==> config.mk <==
export PLATFORM = sky130hd
export DESIGN_NAME = mcast_hash_filter
export DESIGN_NICKNAME = d
export VERILOG_FILES = /design/src/rtl/mhf_pkg.sv /design/src/rtl/mhf_crc_engine.sv /design/src/rtl/mhf_table.sv /design/src/rtl/mhf_ctrl.sv /design/src/rtl/mcast_hash_filter.sv
export SDC_FILE = /design/constraint.sdc
export NUM_CORES = 1
export LEC_CHECK = 0
export ABC_AREA = 1
export BUFFER_PORTS_ARGS = -buffer_cell sky130_fd_sc_hd__buf_2
export CORE_MARGIN = 1
export CORE_UTILIZATION = 50
export DETAILED_ROUTE_END_ITERATION = 8
export GPL_ROUTABILITY_DRIVEN = 1
export MAX_ROUTING_LAYER = met4
export PLACE_DENSITY = 0.68
export SYNTH_ARGS = -nofsm -noshare
export SYNTH_HDL_FRONTEND = slang
export SYNTH_SLANG_ARGS = --single-unit
==> constraint.sdc <==
create_clock -name clk -period 4 [get_ports clk]
set_clock_uncertainty 0.1 [all_clocks]
set_input_delay 0.4 -clock clk [delete_from_list [all_inputs] [get_ports clk]]
set_output_delay 0.4 -clock clk [all_outputs]
set_load 0.01 [all_outputs]
==> src/rtl/mhf_pkg.sv <==
package mhf_pkg;

    localparam logic [31:0] CRC_POLY = 32'hEDB88320;
    localparam logic [31:0] CRC_SEED = 32'hFFFFFFFF;

    typedef enum logic [1:0] {
        ST_IDLE   = 2'd0,
        ST_HASH   = 2'd1,
        ST_FINISH = 2'd2
    } mhf_state_t;

    typedef enum logic {
        OP_LOOKUP  = 1'b0,
        OP_COMMAND = 1'b1
    } mhf_op_t;

    // Fold one byte, LSB first, into a right-shifting CRC-32 remainder.
    function automatic logic [31:0] crc_fold_byte(input logic [31:0] rem,
                                                  input logic [7:0]  data);
        logic [31:0] r;
        r = rem ^ {24'd0, data};
        for (int i = 0; i < 8; i++) begin
            r = r[0] ? ((r >> 1) ^ CRC_POLY) : (r >> 1);
        end
        return r;
    endfunction

endpackage

==> src/rtl/mhf_crc_engine.sv <==
module mhf_crc_engine
    import mhf_pkg::*;
#(
    parameter int ADDR_BYTES = 6,
    parameter int IDX_W      = 8,
    localparam int MAC_W     = 8 * ADDR_BYTES
) (
    input  logic             clk,
    input  logic             rst_n,
    input  logic             start,
    input  logic             step,
    input  logic [MAC_W-1:0] mac_in,
    output logic [IDX_W-1:0] index
);

    logic [MAC_W-1:0] shift_q;
    logic [31:0]      rem_q;

    always_ff @(posedge clk or negedge rst_n) begin
        if (!rst_n) begin
            shift_q <= '0;
            rem_q   <= CRC_SEED;
        end else if (start) begin
            shift_q <= mac_in;
            rem_q   <= CRC_SEED;
        end else if (step) begin
            rem_q   <= crc_fold_byte(rem_q, shift_q[MAC_W-1 -: 8]);
            shift_q <= shift_q << 8;
        end
    end

    // Top bits of the bit-reversed remainder are the low remainder bits, mirrored.
    for (genvar k = 0; k < IDX_W; k++) begin : g_rev
        assign index[IDX_W-1-k] = rem_q[k];
    end

endmodule

==> src/rtl/mhf_table.sv <==
module mhf_table #(
    parameter int WORDS  = 8,
    parameter int WORD_W = 32,
    localparam int SEL_W = $clog2(WORDS),
    localparam int BIT_W = $clog2(WORD_W)
) (
    input  logic              clk,
    input  logic              rst_n,
    input  logic              wr_en,
    input  logic [SEL_W-1:0]  wr_sel,
    input  logic [WORD_W-1:0] wr_data,
    input  logic              upd_en,
    input  logic              upd_set,
    input  logic [SEL_W-1:0]  upd_sel,
    input  logic [BIT_W-1:0]  upd_bit,
    input  logic [SEL_W-1:0]  rd_sel,
    output logic [WORD_W-1:0] rd_data,
    input  logic [SEL_W-1:0]  probe_sel,
    input  logic [BIT_W-1:0]  probe_bit,
    output logic              probe_val
);

    logic [WORD_W-1:0] word_q [WORDS];

    for (genvar w = 0; w < WORDS; w++) begin : g_word
        logic [WORD_W-1:0] word_d;

        always_comb begin
            word_d = word_q[w];
            if (wr_en && (wr_sel == SEL_W'(w))) begin
                word_d = wr_data;
            end
            // Command update is applied last so it wins on its own bit.
            if (upd_en && (upd_sel == SEL_W'(w))) begin
                word_d[upd_bit] = upd_set;
            end
        end

        always_ff @(posedge clk or negedge rst_n) begin
            if (!rst_n) begin
                word_q[w] <= '0;
            end else begin
                word_q[w] <= word_d;
            end
        end
    end

    assign rd_data   = word_q[rd_sel];
    assign probe_val = word_q[probe_sel][probe_bit];

endmodule

==> src/rtl/mhf_ctrl.sv <==
module mhf_ctrl
    import mhf_pkg::*;
#(
    parameter int ADDR_BYTES = 6,
    localparam int CNT_W     = $clog2(ADDR_BYTES + 1)
) (
    input  logic clk,
    input  logic rst_n,
    input  logic cmd_valid,
    input  logic cmd_join,
    input  logic lkp_valid,
    input  logic grp_in,
    input  logic hit,
    output logic start,
    output logic step,
    output logic apply_cmd,
    output logic join_q,
    output logic busy,
    output logic cmd_done,
    output logic lkp_done,
    output logic lkp_accept
);

    localparam logic [CNT_W-1:0] LAST_BYTE = CNT_W'(ADDR_BYTES - 1);

    mhf_state_t state_q, state_d;
    mhf_op_t    op_q;
    logic [CNT_W-1:0] cnt_q;
    logic       grp_q;
    logic       finish;

    // State register process.
    always_ff @(posedge clk or negedge rst_n) begin
        if (!rst_n) begin
            state_q <= ST_IDLE;
        end else begin
            state_q <= state_d;
        end
    end

    always_comb begin
        state_d = state_q;
        unique case (state_q)
            ST_IDLE:   if (cmd_valid || lkp_valid) state_d = ST_HASH;
            ST_HASH:   if (cnt_q == LAST_BYTE)     state_d = ST_FINISH;
            ST_FINISH: state_d = ST_IDLE;
            default:   state_d = ST_IDLE;
        endcase
    end

    assign start     = (state_q == ST_IDLE) && (cmd_valid || lkp_valid);
    assign step      = (state_q == ST_HASH);
    assign finish    = (state_q == ST_FINISH);
    assign busy      = (state_q != ST_IDLE);
    assign apply_cmd = finish && (op_q == OP_COMMAND);

    // Output and context register process.
    always_ff @(posedge clk or negedge rst_n) begin
        if (!rst_n) begin
            cnt_q      <= '0;
            op_q       <= OP_LOOKUP;
            join_q     <= 1'b0;
            grp_q      <= 1'b0;
            cmd_done   <= 1'b0;
            lkp_done   <= 1'b0;
            lkp_accept <= 1'b0;
        end else begin
            cmd_done   <= apply_cmd;
            lkp_done   <= finish && (op_q == OP_LOOKUP);
            lkp_accept <= finish && (op_q == OP_LOOKUP) && grp_q && hit;
            if (start) begin
                cnt_q  <= '0;
                op_q   <= cmd_valid ? OP_COMMAND : OP_LOOKUP;
                join_q <= cmd_join;
                grp_q  <= grp_in;
            end else if (step) begin
                cnt_q  <= cnt_q + 1'b1;
            end
        end
    end

endmodule

==> src/rtl/mcast_hash_filter.sv <==
module mcast_hash_filter #(
    parameter int WORDS      = 8,
    parameter int WORD_W     = 32,
    parameter int ADDR_BYTES = 6,
    localparam int SEL_W     = $clog2(WORDS),
    localparam int BIT_W     = $clog2(WORD_W),
    localparam int IDX_W     = SEL_W + BIT_W,
    localparam int MAC_W     = 8 * ADDR_BYTES
) (
    input  logic              clk,
    input  logic              rst_n,
    input  logic              reg_wr_en,
    input  logic [SEL_W-1:0]  reg_addr,
    input  logic [WORD_W-1:0] reg_wdata,
    output logic [WORD_W-1:0] reg_rdata,
    input  logic              cmd_valid,
    input  logic              cmd_join,
    input  logic [MAC_W-1:0]  cmd_mac,
    output logic              cmd_done,
    input  logic              lkp_valid,
    input  logic [MAC_W-1:0]  lkp_mac,
    output logic              lkp_done,
    output logic              lkp_accept,
    output logic              busy
);

    logic              start, step, apply_cmd, join_q, hit;
    logic [MAC_W-1:0]  sel_mac;
    logic [IDX_W-1:0]  index;
    logic [SEL_W-1:0]  word_sel;
    logic [BIT_W-1:0]  bit_pos;

    assign sel_mac  = cmd_valid ? cmd_mac : lkp_mac;
    assign word_sel = index[IDX_W-1 -: SEL_W];
    assign bit_pos  = BIT_W'(WORD_W - 1) - index[BIT_W-1:0];

    mhf_ctrl #(.ADDR_BYTES(ADDR_BYTES)) u_ctrl (
        .clk        (clk),
        .rst_n      (rst_n),
        .cmd_valid  (cmd_valid),
        .cmd_join   (cmd_join),
        .lkp_valid  (lkp_valid),
        .grp_in     (sel_mac[MAC_W-8]),
        .hit        (hit),
        .start      (start),
        .step       (step),
        .apply_cmd  (apply_cmd),
        .join_q     (join_q),
        .busy       (busy),
        .cmd_done   (cmd_done),
        .lkp_done   (lkp_done),
        .lkp_accept (lkp_accept)
    );

    mhf_crc_engine #(.ADDR_BYTES(ADDR_BYTES), .IDX_W(IDX_W)) u_crc (
        .clk    (clk),
        .rst_n  (rst_n),
        .start  (start),
        .step   (step),
        .mac_in (sel_mac),
        .index  (index)
    );

    mhf_table #(.WORDS(WORDS), .WORD_W(WORD_W)) u_table (
        .clk       (clk),
        .rst_n     (rst_n),
        .wr_en     (reg_wr_en),
        .wr_sel    (reg_addr),
        .wr_data   (reg_wdata),
        .upd_en    (apply_cmd),
        .upd_set   (join_q),
        .upd_sel   (word_sel),
        .upd_bit   (bit_pos),
        .rd_sel    (reg_addr),
        .rd_data   (reg_rdata),
        .probe_sel (word_sel),
        .probe_bit (bit_pos),
        .probe_val (hit)
    );

endmodule

## Word-level counts from Yosys, hierarchy flattened

Index checks and enable logic that the tools add are counted.

| cells by class | value |
|---|---|
| bitwise operators | 12 |
| magnitude comparators | 4 |
| muxes and demuxes | 53 |
| reduce and logical (&&, ||, !) cells | 29 |
| add/subtract/negate cells | 2 |
| equality and inequality tests | 19 |

Operator list:

| operator | count |
|---|---|
| $mux W32 | 30 |
| $bwmux W32 | 8 |
| $bmux W32 S3 | 2 |
| $mux W48 | 3 |
| $not A13 Y14 | 8 |
| $xor A32 B8 Y32 | 1 |
| $eq A3 B3 Y1 const B | 9 |
| $logic_and A1 B1 Y1 | 22 |
| $eq A3 B2 Y1 const B | 4 |
| $ge A4 B4 Y1 const B | 2 |
| $not A3 Y4 | 2 |
| $eq A3 B1 Y1 const B | 2 |
| $logic_not A3 Y1 | 2 |
| $lt A5 B6 Y1 const B | 1 |
| $mux W3 | 2 |
| $bmux W1 S5 | 1 |
| $demux W1 S5 | 1 |
| $ge A5 B1 Y1 const B | 1 |
| $sub A5 B5 Y5 const A | 1 |
| $mux W2 | 2 |
| $pmux W2 S2 | 1 |
| $reduce_bool A2 Y1 | 2 |
| $add A3 B1 Y3 const B | 1 |
| $mux W1 | 3 |
| other kinds (8) | 8 |

| word-level totals | value |
|---|---|
| register bits | 347 |
| output and inout bits | 36 |
| word-level logic and storage cells | 137 |
| bits of input ports | 137 |

## Longest topological paths before layout

Gate-level depths: netlist of run 1.

| logic depth | value |
|---|---|
| depth after elaboration | 19 |
| depth in mapped cells | 15 |
| mapped depth without buffers | 14 |

## Cells and area by module

From an unflattened synthesis of run 1, not the netlist that was laid out.

| second synthesis, totals | value |
|---|---|
| cells, all modules | 3404 |
| area total of the unflattened synthesis | 22841.9 µm² |

By module, submodules not included:

| module | area an instance (µm²) | times used | cells each |
|---|---|---|---|
| mhf_table | 17282.8 | 1 | 2633 |
| mhf_crc_engine | 4450.5 | 1 | 557 |
| mcast_hash_filter | 623.1 | 1 | 160 |
| mhf_ctrl | 485.5 | 1 | 54 |

## Worst setup path before layout of run 1

Ideal clock, no wire load.

| timing | value |
|---|---|
| path type | in2out |
| from | input reg_addr[0] |
| to | output reg_rdata[23] |
| path buffers | 2 |
| stages | 5 |
| setup slack | 1.895 ns |
| data arrival time | 1.605 ns |
| path through | nor2_1 -> clkbuf_1 -> buf_1 -> a22oi_1 -> a32oi_1 |

| between the ends | value |
|---|---|
| cells in the longest elaborated chain, start to end | 4 |

Ends and longest elaborated chain:

| what | line | RTL |
|---|---|---|
| from (decl) | mcast_hash_filter.sv:13 | `input logic [SEL_W-1:0] reg_addr,` |
| $not A3 Y4 (not written as such) | mhf_table.sv:48 | `assign rd_data = word_q[rd_sel];` |
| $bmux W32 S3 | mhf_table.sv:48 |  |
| $mux W32 (not written as such) (2 in a row) | mhf_table.sv:48 |  |
| to (decl) | mcast_hash_filter.sv:15 | `output logic [WORD_W-1:0] reg_rdata,` |

No other way between the ends. The select of a mux whose other input is x is not followed.

## Worst setup path in the final report of run 1

| timing | value |
|---|---|
| from | register u_crc.rem_q[2] |
| to | register u_table.word_q[46] (netlist name) |

| between the ends | value |
|---|---|
| cells in the longest elaborated chain, start to end | 3 |

Ends and longest elaborated chain:

| what | line | RTL |
|---|---|---|
| from (decl) | mhf_crc_engine.sv:17 | `logic [31:0] rem_q;` |
| from (signal assigned) | mhf_crc_engine.sv:27 | `rem_q <= crc_fold_byte(rem_q, shift_q[MAC_W-1 -: 8]);` |
| $eq A3 B3 Y1 | mhf_table.sv:34 | `if (upd_en && (upd_sel == SEL_W'(w))) begin` |
| $logic_and A1 B1 Y1 | mhf_table.sv:34 |  |
| $mux W32 | mhf_table.sv:34 |  |
| via u_table.g_word[6].word_d[14] | mhf_table.sv:26 | `logic [WORD_W-1:0] word_d;` |
| to (signal, indexed assignment) | mhf_table.sv:43 | `word_q[w] <= word_d;` |
| to (decl) | mhf_table.sv:23 | `logic [WORD_W-1:0] word_q [WORDS];` |

The timed path passes the listed nets, and every way through them passes these cells.
A chain may end at the register's enable or synchronous reset.

==> flow_metrics.env, run 1 <==
export IMPL_die_h_um=210
export IMPL_coreArea_um2=42300
export IMPL_fill_cells=3986
export IMPL_cp_end_kind="flop"
export IMPL_grt_overflow=0
export IMPL_synth_flop_cell="dfrtp_1"
export IMPL_drc=0
export IMPL_die_area_um2=44200
export IMPL_nNetsFinal=3301
export IMPL_cts_buffers=41
export IMPL_synth_edf_count=0
export IMPL_clk_pin_slew_ps=60
export IMPL_min_path_type="input pin to flop"
export IMPL_tightest_slew_ps=1110
export IMPL_synthTopCellsByCount="o21ai_0 (833), nand2_1 (822), dfrtp_1 (315), inv_1 (281), clkbuf_1 (171)"
export IMPL_worstPathRequired_ps=4370
export IMPL_p_comb_share_pct=48.2
export IMPL_postRouteAntennaNets=0
export IMPL_yosys_area_top_type="dfrtp_1"
export IMPL_insertion_delay_ps=570
export IMPL_cp_cell_sequence="inv_2, nand2_1, nor2_1, inv_2, buf_4, o21ai_0, o21ai_0"
export IMPL_vias=23100
export IMPL_synth_fp_nets=3219
export IMPL_io_pins=173
export IMPL_fin_tns_setup_ps=0
export IMPL_critPathKind="flop to flop"
export IMPL_yosysSeqAreaShare_pct=40.2
export IMPL_p_seq_share_pct=31.3
export IMPL_yosysMostFrequentCell="o21ai_0"
export IMPL_switching_power_mw=8.11
export IMPL_hold_violations=0
export IMPL_min_period_ps=3160
export IMPL_initial_core_util_pct=51.2
export IMPL_grt_usage_pct=37.9
export IMPL_switching_share_pct=45.3
export IMPL_place_congestion=0.965
export IMPL_synth_area_leaders="dfrtp_1 (36%), o21ai_0 (19%), nand2_1 (14%), inv_1 (4.9%), dfstp_2 (3.9%)"
export IMPL_worstPathMaxFanout=34
export IMPL_dp_slack_ps=984
export IMPL_syn_to_final_growth_pct=13.0
export IMPL_syn_inst=3080
export IMPL_clock_sinks=347
export IMPL_cp_slowest_cell="dfstp_2"
export IMPL_fin_ws_ps=837
export IMPL_stdcell_area_um2=24500
export IMPL_p_per_area_nw_per_um2=732
export IMPL_viasPerCell=6.14
export IMPL_drive_gt1_share_pct=11.6
export IMPL_grt_first_pass_wirelength_um=126000
export IMPL_rsz0062_at_grt="false"
export IMPL_clock_power_share_pct=20.5
export IMPL_antenna_found_initial=1
export IMPL_relSlewSlack_pct=26.1
export IMPL_dieWidth_um=210
export IMPL_fin_crit_sh_pct=79.1
export IMPL_placementRows=75
export IMPL_wirelength_um=81300
export IMPL_cts_setup_buffers=0
export IMPL_drt_iter0_drc=3074
export IMPL_yosys_warnings=0
export IMPL_yosysUniqueCellTypes=44
export IMPL_numPortBuffers=172
export IMPL_finalSetupViolCount=0
export IMPL_first_global_vias=22000
export IMPL_synth_top_area_share_pct=36.4
export IMPL_ys_seq_elements=347
export IMPL_clock_root_buffer="clkbuf_16"
export IMPL_grt_max_degree=110
export IMPL_intPower_mw=9.81
export IMPL_status="completed"
export IMPL_ir_drop_mv=1.08
export IMPL_cts_tree="built"
export IMPL_netlist_area_um2=21700
export IMPL_fmax_ghz=0.316
export IMPL_critPathArrivalTime_ps=3530
export IMPL_cts_buffer_depth=3
export IMPL_dp_hpwl_um=50700
export IMPL_p_total_mw=17.9
export IMPL_max_stage_delay_ps=880
export IMPL_h_tree_depth=2
export IMPL_power_leakage_nw=11.0
export IMPL_dr_pass1_iters=6
export IMPL_maxCapViolCount=0
export IMPL_maxSlewViolCount=0
export IMPL_avgRoutedWirePerCell_um=21.6
export IMPL_avgSynthCellArea_um2=7.04
export IMPL_async_reset_ff_share_pct=100
export IMPL_startpoint_type="flop"
export IMPL_placed_cell_area_um2=23100
export IMPL_reg2reg_slack_ps=840
[routing by layer]
layer / wire length [um] / GRT usage (%) / share of wire (%)
met3: 9350 / 6.78 / 11
met1: 31300 / 48.4 / 39
met5: 0 / - / 0
met4: 4110 / 18.6 / 5.1
met2: 36500 / 58.2 / 45
[critical path: cells and delay by family, from the launching register on]
family	cells	cell delay, ps
buf+inv	3	1360
compound gates	2	260
simple gates	2	430
flops	1	880
[cells in the final DEF, fill, tap and decap left out, drive strengths merged, types with 36 or more instances in the layout]
master / netlist / layout
inv: 289 / 290
nand3: 86 / 86
buf: 34 / 230
a21oi: 58 / 58
nor2: 117 / 117
xor2: 46 / 46
o211ai: 36 / 36
dfrtp: 315 / 315
nand2: 829 / 829
o21ai: 839 / 839
o22ai: 36 / 36
o221ai: 38 / 38
clkbuf: 171 / 66
[through the flow]
stage                     utilization, %  instances  hold slack (ps)
final                               57.9       3771             6.92
after global routing                57.9       3771             23.6
after CTS                           57.9       3770           0.0703
after detailed placement            54.5       3682              352
after global placement              54.5       3682              340
after floorplan                        -       3080             4.41
[flip-flops by register name, indices dropped and copies added (netlist names)]
register	flops
u_crc.rem_q	32
u_crc.shift_q	48
u_ctrl.op_q	1
u_ctrl.grp_q	1
u_ctrl.cnt_q	3
u_ctrl.cmd_done	1
u_ctrl.lkp_done	1
u_table.word_q	256
u_ctrl.join_q	1
u_ctrl.lkp_accept	1
u_ctrl.state_q	2
[area by class of cell]
cell class	count	area, um^2	area share [%]
diodes	1	2.50	0.0102
clock buffers	66	1210	4.95
clock inverters	8	68.8	0.281
inverters	289	1090	4.45
multi-input cells	2239	11100	45.4
flip-flops and latches	347	8720	35.6
well taps	577	722	2.95
repair buffers	244	1560	6.37
[logic make-up after synthesis]
group | after synthesis | synth area share (%)
flops | 347 | 40.2
fa+ha+maj | 2 | 0.115
xor+xnor | 68 | 3.15
buf+inv | 494 | 8.81
simple gates | 1063 | 19.4
compound gates | 1095 | 27.8
mux | 11 | 0.514
[path summary, 6_finish.rpt]
path / from / endpoint / depth (start not counted)
worst max register to register: u_crc.rem_q[2]$_DFFE_PN1P_ / u_table.word_q[46]$_DFF_PN0_ / 7
worst min register to register: u_ctrl.op_q$_DFFE_PN0P_ / u_ctrl.lkp_done$_DFF_PN0_ / 1
worst min-delay path: lkp_mac[10] / u_crc.shift_q[10]$_DFFE_PN0P_ / 3
worst max-delay path: u_crc.rem_q[2]$_DFFE_PN1P_ / u_table.word_q[46]$_DFF_PN0_ / 7
min in group asynchronous: rst_n / u_table.word_q[141]$_DFF_PN0_ / 2
max in group asynchronous: rst_n / u_table.word_q[159]$_DFF_PN0_ / 3
[power by group through the flow]
stage	combinational, mW	sequential [mW]	clock (mW)
after floorplan	6.26	5.22	0
after global placement	8.21	5.58	0
after detailed placement	8.40	5.61	0
after CTS	8.45	5.56	3.71
after global routing	9.54	5.70	3.84
final	8.63	5.61	3.68
[repair_timing]
| action | 4_1_cts | 5_1_grt |
|---|---|---|
| resized for setup | 0 | 0 |
| hold buffers | 14 | 0 |
| hold endpoints to repair | 115 | 0 |
Note: power is estimated with default switching activity, not from simulation.
==> inputs of run 2 (changes only) <==
--- a/config.mk
+++ b/config.mk
@@ -5,7 +5,7 @@
 export SDC_FILE = /design/constraint.sdc
 export NUM_CORES = 1
 export LEC_CHECK = 0
-export ABC_AREA = 1
+export ABC_AREA = 0
 export BUFFER_PORTS_ARGS = -buffer_cell sky130_fd_sc_hd__buf_2
 export CORE_MARGIN = 1
 export CORE_UTILIZATION = 50
==> constraint.sdc (replaced) <==
create_clock -name clk -period 3.08 [get_ports clk]
set_clock_uncertainty 0.1 [all_clocks]
set_input_delay 0.308 -clock clk [delete_from_list [all_inputs] [get_ports clk]]
set_output_delay 0.308 -clock clk [all_outputs]
set_load 0.01 [all_outputs]
==> run 2 against run 1 <==
Effect of this change: synthesized cell count shrank 30%; critical path type unchanged; critical path depth did not move; die area increased by 2.7%; highest routed layer unchanged.
==> flow_metrics.env, run 2 <==
export IMPL_first_global_vias=19100
export IMPL_final_common_cell="dfrtp_1"
export IMPL_clock_sinks=347
export IMPL_die_area_um2=45400
export IMPL_fin_crit_sh_pct=94.4
export IMPL_dr_pass1_iters=7
export IMPL_top_register="u_table.word_q"
export IMPL_startpoint_type="flop"
export IMPL_numPortBuffers=172
export IMPL_coreArea_um2=43600
export IMPL_largest_reg_flops=256
export IMPL_maxCapViolCount=0
export IMPL_antenna_found_initial=5
export IMPL_fin_tns_setup_ps=0
export IMPL_synthTopCellsByCount="dfrtp_1 (315), nor2_1 (217), mux2i_1 (205), nand2_1 (171), a31oi_1 (133)"
export IMPL_io_pins=173
export IMPL_async_reset_ff_share_pct=100
export IMPL_syn_to_final_growth_pct=16.2
export IMPL_yosysMostFrequentCell="dfrtp_1"
export IMPL_initial_core_util_pct=51.2
export IMPL_power_leakage_nw=10.7
export IMPL_viasPerCell=6.58
export IMPL_wirelength_um=73800
export IMPL_finalSetupViolCount=0
export IMPL_grt_overflow=0
export IMPL_avgSynthCellArea_um2=10.4
export IMPL_ir_drop_mv=1.71
export IMPL_yosysUniqueCellTypes=64
export IMPL_cp_slowest_cell="dfstp_4"
export IMPL_fin_ws_ps=172
export IMPL_dp_slack_ps=226
export IMPL_status="completed"
export IMPL_critPathKind="flop to flop"
export IMPL_yosys_warnings=0
export IMPL_synth_area_leaders="dfrtp_1 (35%), mux4_2 (11%), mux2i_1 (9.2%), mux2_2 (4.2%), a221oi_1 (4.0%)"
export IMPL_avgRoutedWirePerCell_um=25.2
export IMPL_min_period_ps=2910
export IMPL_maxSlewViolCount=0
export IMPL_placementRows=76
export IMPL_worstPathRequired_ps=3440
export IMPL_yosys_area_top_type="dfrtp_1"
export IMPL_netlist_area_um2=22300
export IMPL_p_total_mw=25.1
export IMPL_clk_pin_slew_ps=60
export IMPL_ys_seq_elements=347
export IMPL_fin_cells=2925
export IMPL_placed_cells=2767
export IMPL_p_per_area_nw_per_um2=970
export IMPL_cp_cell_sequence="mux4_1, nor2_2, a2bb2oi_2, a31oi_1, o31ai_1, o31a_1, a31oi_1"
export IMPL_yosysSeqAreaShare_pct=39.2
export IMPL_min_path_type="input pin to flop"
export IMPL_dp_hpwl_um=45800
export IMPL_insertion_delay_ps=580
export IMPL_grt_first_pass_wirelength_um=114000
export IMPL_h_tree_depth=2
export IMPL_drive_gt1_share_pct=25.4
export IMPL_crit_buf_inv=0
export IMPL_dieWidth_um=213
export IMPL_grt_usage_pct=33.9
export IMPL_cts_tree="built"
export IMPL_nNetsFinal=2441
export IMPL_fmax_ghz=0.344
export IMPL_critPathArrivalTime_ps=3270
export IMPL_relSlewSlack_pct=16.8
export IMPL_cts_buffers=41
export IMPL_cts_setup_buffers=0
export IMPL_cts_resized=0
export IMPL_cts_buffer_depth=3
export IMPL_worstPathMaxFanout=16
export IMPL_max_stage_delay_ps=820
export IMPL_synth_fp_nets=2282
export IMPL_rsz0062_at_grt="false"
export IMPL_die_h_um=213
export IMPL_drt_iter0_drc=2130
export IMPL_cpLargestDelayFamily="compound AO/OA/AOI/OAI gates"
export IMPL_top_regs="u_table.word_q (256), u_crc.shift_q (48), u_crc.rem_q (32)"
export IMPL_grt_max_degree=103
export IMPL_final_cell_mix="dfrtp_1 (314), nor2_1 (213), mux2i_1 (205), nand2_1 (171), buf_2 (169)"
export IMPL_drc=0
export IMPL_synth_flop_cell="dfrtp_1"
export IMPL_cp_common_cell="a31oi_1"
export IMPL_syn_inst=2143
export IMPL_tightest_slew_ps=1250
export IMPL_place_congestion=0.915
export IMPL_hold_violations=0
export IMPL_clock_root_buffer="clkbuf_16"
export IMPL_vias=19200
export IMPL_synth_top_area_share_pct=35.4
export IMPL_cp_end_kind="flop"
export IMPL_postRouteAntennaNets=0
export IMPL_synth_edf_count=0
## run 2: what timing repair did
action / CTS / global route
hold endpoints to repair: 97 / 0
setup endpoints to repair: 0 / 0
hold buffers: 77 / 0
## run 2: cell families (layout without fill, tap and decap cells)
family	after synthesis	in the layout	share of synthesized area (%)
compound gates	504	504	15.3
xor+xnor	71	71	3.58
fa+ha+maj	2	2	0.112
buf+inv	235	427	4.85
flops	347	347	39.2
mux	404	404	25.2
other cells	0	5	0
simple gates	580	580	11.8
## run 2: per-layer routing
layer	GRT usage, %	wire length [um]
met2	53.0	35000
met3	6.24	6770
met1	43.6	29200
met4	13.6	2880
met5	-	0
## run 2: layout make-up
| type | count | area [um^2] |
|---|---|---|
| fillers | 3598 | 17700 |
| diodes | 5 | 12.5 |
| clock inverters | 13 | 119 |
| repair buffers | 346 | 2540 |
| clock buffers | 63 | 1180 |
| flip-flops and latches | 347 | 8730 |
| inverters | 5 | 21.3 |
| multi-input cells | 1561 | 12500 |
| well taps | 585 | 732 |
## run 2: where the power goes
group	leakage [nW]	switching (mW)	internal, mW	total (mW)
Combinational	5.96	6.78	5.96	12.7
Sequential	4.14	1.42	6.16	7.58
Clock	0.637	2.04	2.73	4.78
## run 2: worst paths after layout
| check | depth (start not counted) | start | to | slack (ps) |
|---|---|---|---|---|
| setup / recovery | 7 | u_crc.rem_q[1]$_DFFE_PN1P_ | u_ctrl.lkp_accept$_DFF_PN0_ | 170 |
| hold / removal | 3 | reg_wdata[17] | u_table.word_q[145]$_DFF_PN0_ | 30 |
| min in group asynchronous | 2 | rst_n | u_table.word_q[99]$_DFF_PN0_ | 170 |
| setup reg to reg | 7 | u_crc.rem_q[1]$_DFFE_PN1P_ | u_ctrl.lkp_accept$_DFF_PN0_ | 170 |
| hold reg to reg | 2 | u_crc.shift_q[2]$_DFFE_PN0P_ | u_crc.shift_q[2]$_DFFE_PN0P_ | 390 |
| max in group asynchronous | 3 | rst_n | u_crc.shift_q[11]$_DFFE_PN0P_ | 1770 |
## run 2: worst min-delay path: cells and delay by family
family	cells	cell delay, ps
buffers and inverters	1	150
multiplexers	1	120
AO/OA/AOI/OAI	1	80
## run 2: stage by stage
stage / cell area (um^2) / hold slack [ps] / util (%)
finish: 25900 / 30.2 / 59.4
global route: 25900 / 30.0 / 59.4
CTS: 25900 / 0.274 / 59.4
detailed placement: 23800 / 196 / 54.6
global placement: 23800 / 199 / 54.6
floorplan: 22300 / -87.6 / -
